[src/rtl/hwg_pkg.sv]
// Shared types for the host access wait-state controller.
// Assumes an 8-bit host data bus and a 3-bit register address.
package hwg_pkg;
    localparam int DATA_W = 8;
    localparam int ADDR_W = 3;

    typedef enum logic [ADDR_W-1:0] {
        REG_CMD  = 3'd0,
        REG_CFGA = 3'd1,
        REG_CFGB = 3'd2,
        REG_CNT  = 3'd3,
        REG_TDI  = 3'd4,
        REG_TDO  = 3'd5,
        REG_STAT = 3'd6,
        REG_NONE = 3'd7
    } hwg_reg_e;

    typedef struct packed {
        logic              we;
        hwg_reg_e          sel;
        logic [DATA_W-1:0] data;
    } hwg_acc_t;

    typedef enum logic [1:0] {
        ST_IDLE = 2'd0,
        ST_WAIT = 2'd1,
        ST_HOLD = 2'd2
    } hwg_state_e;
endpackage

[src/rtl/hwg_block_rules.sv]
// Combinational decision of whether one host access must be held off.
// Assumes every input is a synchronous level from the current cycle.
module hwg_block_rules
    import hwg_pkg::*;
(
    input  hwg_acc_t acc,
    input  logic     tdi_empty,
    input  logic     tdo_stop,
    input  logic     busy,
    output logic     blocked
);
    // Apply the blocking rule that belongs to the addressed register.
    always_comb begin
        unique case (acc.sel)
            REG_TDI:  blocked = !acc.we && tdi_empty;
            REG_TDO:  blocked = acc.we && tdo_stop;
            REG_CMD:  blocked = acc.we && busy && !acc.data[DATA_W-1];
            REG_CFGA,
            REG_CFGB,
            REG_CNT:  blocked = acc.we && busy;
            default:  blocked = 1'b0;
        endcase
    end
endmodule

[src/rtl/hwg_credit.sv]
// Saturating up/down counter of TDO writes not yet matched by TDI reads.
// Assumes inc and dec are never both asserted; counting only while enabled.
module hwg_credit #(
    parameter int LIMIT = 5,
    localparam int CW   = $clog2(LIMIT + 1)
) (
    input  logic          clk,
    input  logic          rst_n,
    input  logic          clr,
    input  logic          enable,
    input  logic          inc,
    input  logic          dec,
    output logic [CW-1:0] count,
    output logic          at_limit
);
    localparam logic [CW-1:0] LIM = CW'(LIMIT);

    // Track the lead of writes over reads, clearing at scan start or soft reset.
    always_ff @(posedge clk) begin
        if (!rst_n || clr) begin
            count <= '0;
        end else if (inc && enable && count < LIM) begin
            count <= count + 1'b1;
        end else if (dec && count != '0) begin
            count <= count - 1'b1;
        end
    end

    assign at_limit = (count == LIM);

    p_credit_cap_r6: assert property (@(posedge clk) disable iff (!rst_n)
        count <= LIM);

    p_credit_clear_r5: assert property (@(posedge clk) disable iff (!rst_n)
        clr |=> count == '0);
endmodule

[src/rtl/hwg_regs.sv]
// Command, configuration and counter registers with opcode-busy tracking.
// Assumes the caller only asserts wr_en for writes that passed the blocking rules.
module hwg_regs
    import hwg_pkg::*;
#(
    parameter int OPC_W = 4
) (
    input  logic              clk,
    input  logic              rst_n,
    input  logic              wr_en,
    input  hwg_reg_e          wr_sel,
    input  logic [DATA_W-1:0] wr_data,
    input  logic              cmd_done,
    output logic [OPC_W-1:0]  opcode,
    output logic [DATA_W-1:0] cfg_a,
    output logic [DATA_W-1:0] cfg_b,
    output logic [DATA_W-1:0] cnt,
    output logic              scan_start
);
    logic cmd_wr;
    assign cmd_wr = wr_en && (wr_sel == REG_CMD);

    // Update the opcode from command writes and retire it on command completion.
    always_ff @(posedge clk) begin
        if (!rst_n) begin
            opcode     <= '0;
            scan_start <= 1'b0;
        end else begin
            scan_start <= 1'b0;
            if (cmd_wr) begin
                if (wr_data[DATA_W-1]) begin
                    opcode <= '0;
                end else begin
                    opcode     <= wr_data[OPC_W-1:0];
                    scan_start <= (wr_data[OPC_W-1:0] != '0);
                end
            end else if (cmd_done && opcode != '0) begin
                opcode <= '0;
            end
        end
    end

    // Hold the configuration and counter values written by the host.
    always_ff @(posedge clk) begin
        if (!rst_n) begin
            cfg_a <= '0;
            cfg_b <= '0;
            cnt   <= '0;
        end else if (wr_en) begin
            case (wr_sel)
                REG_CFGA: cfg_a <= wr_data;
                REG_CFGB: cfg_b <= wr_data;
                REG_CNT:  cnt   <= wr_data;
                default:  ;
            endcase
        end
    end

    p_cfg_frozen_r4: assert property (@(posedge clk) disable iff (!rst_n)
        (opcode != '0) |=> ($stable(cfg_a) && $stable(cfg_b) && $stable(cnt)));

    p_start_once_r9: assert property (@(posedge clk) disable iff (!rst_n)
        scan_start |=> !scan_start);
endmodule

[src/rtl/hwg_top.sv]
// Host-side access gate: decodes the register map, holds blocked accesses
// with a registered ready and fires each access's side effect exactly once.
// Assumes the host holds cs and its access fields until ready is seen high.
module hwg_top
    import hwg_pkg::*;
#(
    parameter int          OPC_W        = 4,
    parameter logic [3:0]  FD_OPCODE    = 4'h3,
    parameter int          CREDIT_LIMIT = 5,
    parameter int          RETIME_W     = 3,
    localparam int         CW           = $clog2(CREDIT_LIMIT + 1)
) (
    input  logic              clk,
    input  logic              rst_n,
    input  logic              host_cs,
    input  logic              host_we,
    input  logic [ADDR_W-1:0] host_addr,
    input  logic [DATA_W-1:0] host_wdata,
    output logic [DATA_W-1:0] host_rdata,
    output logic              host_rdy,
    input  logic [DATA_W-1:0] tdi_data,
    input  logic              tdi_empty,
    input  logic              tdo_full,
    input  logic              tdo_resetting,
    input  logic              cmd_done,
    output logic [OPC_W-1:0]  cmd_opcode,
    output logic [DATA_W-1:0] cfg_a,
    output logic [DATA_W-1:0] cfg_b,
    output logic [DATA_W-1:0] scan_count,
    output logic              scan_start,
    output logic              tdi_pop,
    output logic              tdo_push,
    output logic [DATA_W-1:0] tdo_data
);
    hwg_state_e    state;
    hwg_acc_t      pend, port_acc, cur;
    logic          blocked, fire, busy, tdo_stop, credit_on, credit_full;
    logic          credit_at, credit_clr, credit_inc, credit_dec;
    logic [CW-1:0] credit_cnt;
    logic [DATA_W-1:0] rd_mux;

    assign port_acc = '{we: host_we, sel: hwg_reg_e'(host_addr), data: host_wdata};
    assign cur      = (state == ST_IDLE) ? port_acc : pend;
    assign busy     = (cmd_opcode != '0);

    assign credit_on   = (cmd_opcode == FD_OPCODE[OPC_W-1:0]) && (cfg_b[RETIME_W-1:0] != '0);
    assign credit_full = credit_on && credit_at;
    assign tdo_stop    = tdo_full || tdo_resetting || credit_full;

    hwg_block_rules u_rules (
        .acc       (cur),
        .tdi_empty (tdi_empty),
        .tdo_stop  (tdo_stop),
        .busy      (busy),
        .blocked   (blocked)
    );

    assign fire = host_cs && !blocked && (state != ST_HOLD);

    assign credit_inc = fire && cur.we && (cur.sel == REG_TDO);
    assign credit_dec = fire && !cur.we && (cur.sel == REG_TDI);
    assign credit_clr = fire && cur.we && (cur.sel == REG_CMD)
                        && (cur.data[DATA_W-1] || cur.data[OPC_W-1:0] != '0);

    hwg_credit #(.LIMIT(CREDIT_LIMIT)) u_credit (
        .clk      (clk),
        .rst_n    (rst_n),
        .clr      (credit_clr),
        .enable   (credit_on),
        .inc      (credit_inc),
        .dec      (credit_dec),
        .count    (credit_cnt),
        .at_limit (credit_at)
    );

    hwg_regs #(.OPC_W(OPC_W)) u_regs (
        .clk        (clk),
        .rst_n      (rst_n),
        .wr_en      (fire && cur.we),
        .wr_sel     (cur.sel),
        .wr_data    (cur.data),
        .cmd_done   (cmd_done),
        .opcode     (cmd_opcode),
        .cfg_a      (cfg_a),
        .cfg_b      (cfg_b),
        .cnt        (scan_count),
        .scan_start (scan_start)
    );

    // Select the value returned by a host read of the current access.
    always_comb begin
        rd_mux = '0;
        unique case (cur.sel)
            REG_CMD:  rd_mux = {{(DATA_W-OPC_W){1'b0}}, cmd_opcode};
            REG_CFGA: rd_mux = cfg_a;
            REG_CFGB: rd_mux = cfg_b;
            REG_CNT:  rd_mux = scan_count;
            REG_TDI:  rd_mux = tdi_data;
            REG_STAT: rd_mux = {!tdi_empty, !tdo_stop, {(DATA_W-3){1'b0}}, busy};
            default:  rd_mux = '0;
        endcase
    end

    // Sequence each access through capture, wait and hold, driving ready.
    always_ff @(posedge clk) begin
        if (!rst_n) begin
            state    <= ST_IDLE;
            host_rdy <= 1'b1;
            pend     <= '0;
        end else begin
            unique case (state)
                ST_IDLE: if (host_cs) begin
                    pend <= port_acc;
                    if (blocked) begin
                        state    <= ST_WAIT;
                        host_rdy <= 1'b0;
                    end else begin
                        state <= ST_HOLD;
                    end
                end
                ST_WAIT: if (!host_cs) begin
                    state    <= ST_IDLE;
                    host_rdy <= 1'b1;
                end else if (!blocked) begin
                    state    <= ST_HOLD;
                    host_rdy <= 1'b1;
                end
                ST_HOLD: if (!host_cs) state <= ST_IDLE;
                default: state <= ST_IDLE;
            endcase
        end
    end

    // Produce the single side effect of a served access: read data or a buffer strobe.
    always_ff @(posedge clk) begin
        if (!rst_n) begin
            host_rdata <= '0;
            tdi_pop    <= 1'b0;
            tdo_push   <= 1'b0;
            tdo_data   <= '0;
        end else begin
            tdi_pop  <= 1'b0;
            tdo_push <= 1'b0;
            if (fire) begin
                if (cur.we) begin
                    if (cur.sel == REG_TDO) begin
                        tdo_push <= 1'b1;
                        tdo_data <= cur.data;
                    end
                end else begin
                    host_rdata <= rd_mux;
                    tdi_pop    <= (cur.sel == REG_TDI);
                end
            end
        end
    end

    p_pop_ok_r2: assert property (@(posedge clk) disable iff (!rst_n)
        tdi_pop |-> !$past(tdi_empty));

    p_push_ok_r3: assert property (@(posedge clk) disable iff (!rst_n)
        tdo_push |-> (!$past(tdo_full) && !$past(tdo_resetting)));

    p_swrst_r5: assert property (@(posedge clk) disable iff (!rst_n)
        (state == ST_IDLE && host_cs && host_we && host_addr == REG_CMD
         && host_wdata[DATA_W-1]) |=> (host_rdy && cmd_opcode == '0));

    p_push_once_r9: assert property (@(posedge clk) disable iff (!rst_n)
        (tdo_push || tdi_pop) |=> !(tdo_push || tdi_pop));

    p_release_r10: assert property (@(posedge clk) disable iff (!rst_n)
        (!host_rdy && !host_cs) |=> host_rdy);
endmodule

[config.mk]
export PLATFORM = sky130hd
export DESIGN_NAME = hwg_top
export DESIGN_NICKNAME = d
export VERILOG_FILES = /design/src/rtl/hwg_pkg.sv /design/src/rtl/hwg_block_rules.sv /design/src/rtl/hwg_credit.sv /design/src/rtl/hwg_regs.sv /design/src/rtl/hwg_top.sv
export SDC_FILE = /design/constraint.sdc
export NUM_CORES = 1
export LEC_CHECK = 0
export CAP_MARGIN = 20
export CORE_UTILIZATION = 35
export DETAILED_ROUTE_END_ITERATION = 16
export DONT_BUFFER_PORTS = 1
export PLACE_DENSITY = 0.59
export SYNTH_ARGS = -nofsm -noshare
export SYNTH_HDL_FRONTEND = slang
export SYNTH_SLANG_ARGS = --single-unit
[constraint.sdc]
create_clock -name clk -period 3.2 [get_ports clk]
set_clock_uncertainty 0.15 [all_clocks]
set_input_delay 0.8 -clock clk [delete_from_list [all_inputs] [get_ports clk]]
set_output_delay 0.8 -clock clk [all_outputs]
set_load 0.05 [all_outputs]
==> impl_metrics.yaml <==
status:
  outcome: "finished clean"
cells_and_area:
  n_fill_cell: 944
  area_growth_pct: 11.0
  diodes: 0
  drive_above_1_share_pct: 13.2
  design_area_sq_um: 3660
  fin_nets: 403
worst_setup_path:
  path_delay_family: "compound AO/OA/AOI/OAI gates"
  max_stage_delay_ns: 0.65
  crit_path_start_kind: "flop"
  cp_cell_sequence: "or2_0 -> a21oi_1 -> o211ai_1 -> nand3_1 -> fa_1 -> o32ai_1 -> xnor2_1 -> nor2_1"
  timing.rr.start: "state[0]$_SDFFE_PN0P_"
  cp-endpoint: "u_credit.count[2]$_SDFFE_PP0P_"
  cp_slowest_cell: "dfxtp_1"
  required_ns: 3.28
  reg2reg_to: "u_credit.count[2]$_SDFFE_PP0P_"
  cp.depth: 8
  reg2reg_depth: 8
  endpoint_kind: "flop"
  path_max_fanout: 12
  crit_type: "flop to flop"
  path_buf_inv: 0
  startpoint: "state[0]$_SDFFE_PN0P_"
  crit_arrival_ns: 3.05
  r2r_slack_ns: 0.23
global_routing:
  grt_pass1_wl_mm: 14.6
  grt_max_degree: 72
  grt_overflow: 0
  grt_pass1_vias: 2644
  antenna_found_initial: 0
  track_usage_pct: 19.7
placed_design:
  postPlaceCellArea_sq_um: 3400
  gp_congestion: 0.827
  port_buffers: 0
  hpwl_mm: 6.74
logic_synthesis:
  syn_area_per_cell_sq_um: 8.88
  synth_area_leader_cell: "dfxtp_1"
  synth_warnings: 0
  yosysUniqueCellTypes: 62
  synth_seq_cells: 65
  seq_area_frac_synth_pct: 39.5
  syn_area_sq_um: 3300
  synth_edf_count: 0
  synthCells: 371
  syn_nets: 399
  yosysMostFrequentCell: "nand2_1"
  netlist_top_cells_count: "nand2_1 (71), dfxtp_1 (65), mux2i_1 (27), nor2_1 (24), a21boi_0 (16)"
  async_flop_share_pct: 0
  synthFlopType: "dfxtp_1"
  ys_top_cells_by_area: "dfxtp_1 (39%), mux2i_1 (8.2%), nand2_1 (8.1%)"
  synth_top_area_share_pct: 39.5
clock_tree:
  cts_setup_buffers: 0
  cts_tree: "yes"
  h-tree-depth: 3
  clockBufferDepth: 2
  root_buffer: "clkbuf_8"
  cts.sinks: 65
  cts_hold_buf: 0
  clkLatencyLatePin_ns: 0.35
  clkTransAtPathRegs_ns: 0.08
  cts_buffers: 9
  cts.repair.resized: 0
run:
  maxCapViolations: 0
power:
  pwr_density_cell_nw_per_um2: 559
  power_frac_clock_pct: 43.1
  finalPower_w: 0.00204
  p_leak_nw: 1.54
  p_int_w: 0.00145
  ir_drop_uv: 217
  seqPwrFrac_pct: 44.9
  comb_power_share_pct: 12.0
  netSwitchingFraction_pct: 28.9
  netSwitchingPower_w: 0.000590
timing:
  finalMaxSlewViolations: 0
  setup-tns-final_ns: 0
  fmax_mhz: 336
  hold_slack_ns: 0.311
  worst_pin_slew_ns: 0.642
  finalCriticalPeriod_ns: 2.97
  slew_headroom_pct: 57.1
  rsz0062_at_grt: "no"
  timing.final.crit_share_pct: 92.9
  hold_viol: 0
  setup_viol: 0
hold_path:
  hold_path_depth: 2
  hold_path.class: "flop to flop"
route:
  drc: 0
  vias_per_cell: 5.54
  ant_nets: 0
  drt-initial-drc-count: 246
  num_vias: 2719
  wl_per_cell_um: 19.0
  dr.pass1.iters: 5
  routed_wirelength_mm: 9.31
floorplan:
  dieArea_sq_um: 9810
  coreArea_sq_um: 9200
  io_pins: 75
  start_util_pct: 35.8
  die_y_um: 99.0
  fp-row-count: 35
  fp.dieW_um: 99.0
registers in the layout (all words and copies together) (netlist names), 3 cells and up:
| register | flops |
|---|---|
| u_credit.count | 3 |
| tdo_data | 8 |
| pend | 12 |
| u_regs.cfg_b | 8 |
| host_rdata | 8 |
| u_regs.cnt | 8 |
| u_regs.opcode | 4 |
| u_regs.cfg_a | 8 |
power groups by stage:
stage / logic (W) / registers [W] / clock network (W)
after floorplan: 0.000201 / 0.000929 / 0
after global placement: 0.000239 / 0.000937 / 0
after detailed placement: 0.000241 / 0.000937 / 0
after CTS: 0.000242 / 0.000918 / 0.000895
after global routing: 0.000266 / 0.000922 / 0.000933
final: 0.000245 / 0.000918 / 0.000881
through the flow:
| step | instances | worst slack [ns] | utilization (%) |
|---|---|---|---|
| finish | 491 | 0.226 | 39.8 |
| global placement | 474 | 0.304 | 37.0 |
| detailed placement | 474 | 0.246 | 37.0 |
| CTS | 490 | 0.245 | 39.7 |
| global route | 491 | 0.0642 | 39.8 |
| floorplan | 371 | 0.501 | - |
logic make-up after synthesis:
kind of cell	after synthesis	synth area share (%)
AOI/OAI and AO/OA	84	19.5
and+or+nand+nor	159	24.5
muxes	34	10.8
buffers and inverters	26	4.56
adders and majority gates	1	0.607
xor gates and xnor gates	2	0.532
DFF	65	39.5
layout by cell type (no fill, tap or decap), types with 6 or more instances in the layout:
| master | count |
|---|---|
| nor2_1 | 24 |
| clkbuf_8 | 9 |
| nor2b_1 | 10 |
| nor3_1 | 6 |
| nand3_1 | 11 |
| buf_4 | 14 |
| mux2i_1 | 27 |
| nand2_1 | 71 |
| dfxtp_1 | 65 |
| o211a_1 | 9 |
| a21boi_0 | 16 |
| a21oi_1 | 9 |
| o21ai_0 | 14 |
tightest hold or removal path: stages (launching register included):
cell,delay [ns]
dfxtp_1,0.31
nand2_1,0.04
a21boi_0,0.06
routing by layer:
metal | share of wire (%) | vias to the layer above | GRT usage, %
li1 | - | 1341 | -
met1 | 45 | 1289 | 25.4
met2 | 47 | 77 | 30.6
met3 | 6.9 | 12 | 6.60
met4 | 1.3 | 0 | 7.58
met5 | 0 | - | 0
final cells by class:
cell class,count,area [sq um],area share (%)
clock buffers,9,124,3.39
clock inverters,7,126,3.45
inverters,5,18.8,0.513
multi-input cells,280,1840,50.4
flip-flops and latches,65,1300,35.6
well taps,111,139,3.80
repair buffers,14,105,2.87
worst min-delay path by stage:
stage               slack [ns]                    to            startpoint
floorplan                 0.29  pend[0]$_SDFFE_PN0P_  pend[0]$_SDFFE_PN0P_
global placement          0.30  pend[0]$_SDFFE_PN0P_  pend[0]$_SDFFE_PN0P_
detailed placement        0.30  pend[1]$_SDFFE_PN0P_  pend[1]$_SDFFE_PN0P_
CTS                       0.31  pend[1]$_SDFFE_PN0P_  pend[1]$_SDFFE_PN0P_
global route              0.34  pend[1]$_SDFFE_PN0P_  pend[1]$_SDFFE_PN0P_
finish                    0.31  pend[1]$_SDFFE_PN0P_  pend[1]$_SDFFE_PN0P_
No activity file was read; power rests on OpenSTA's default activity.
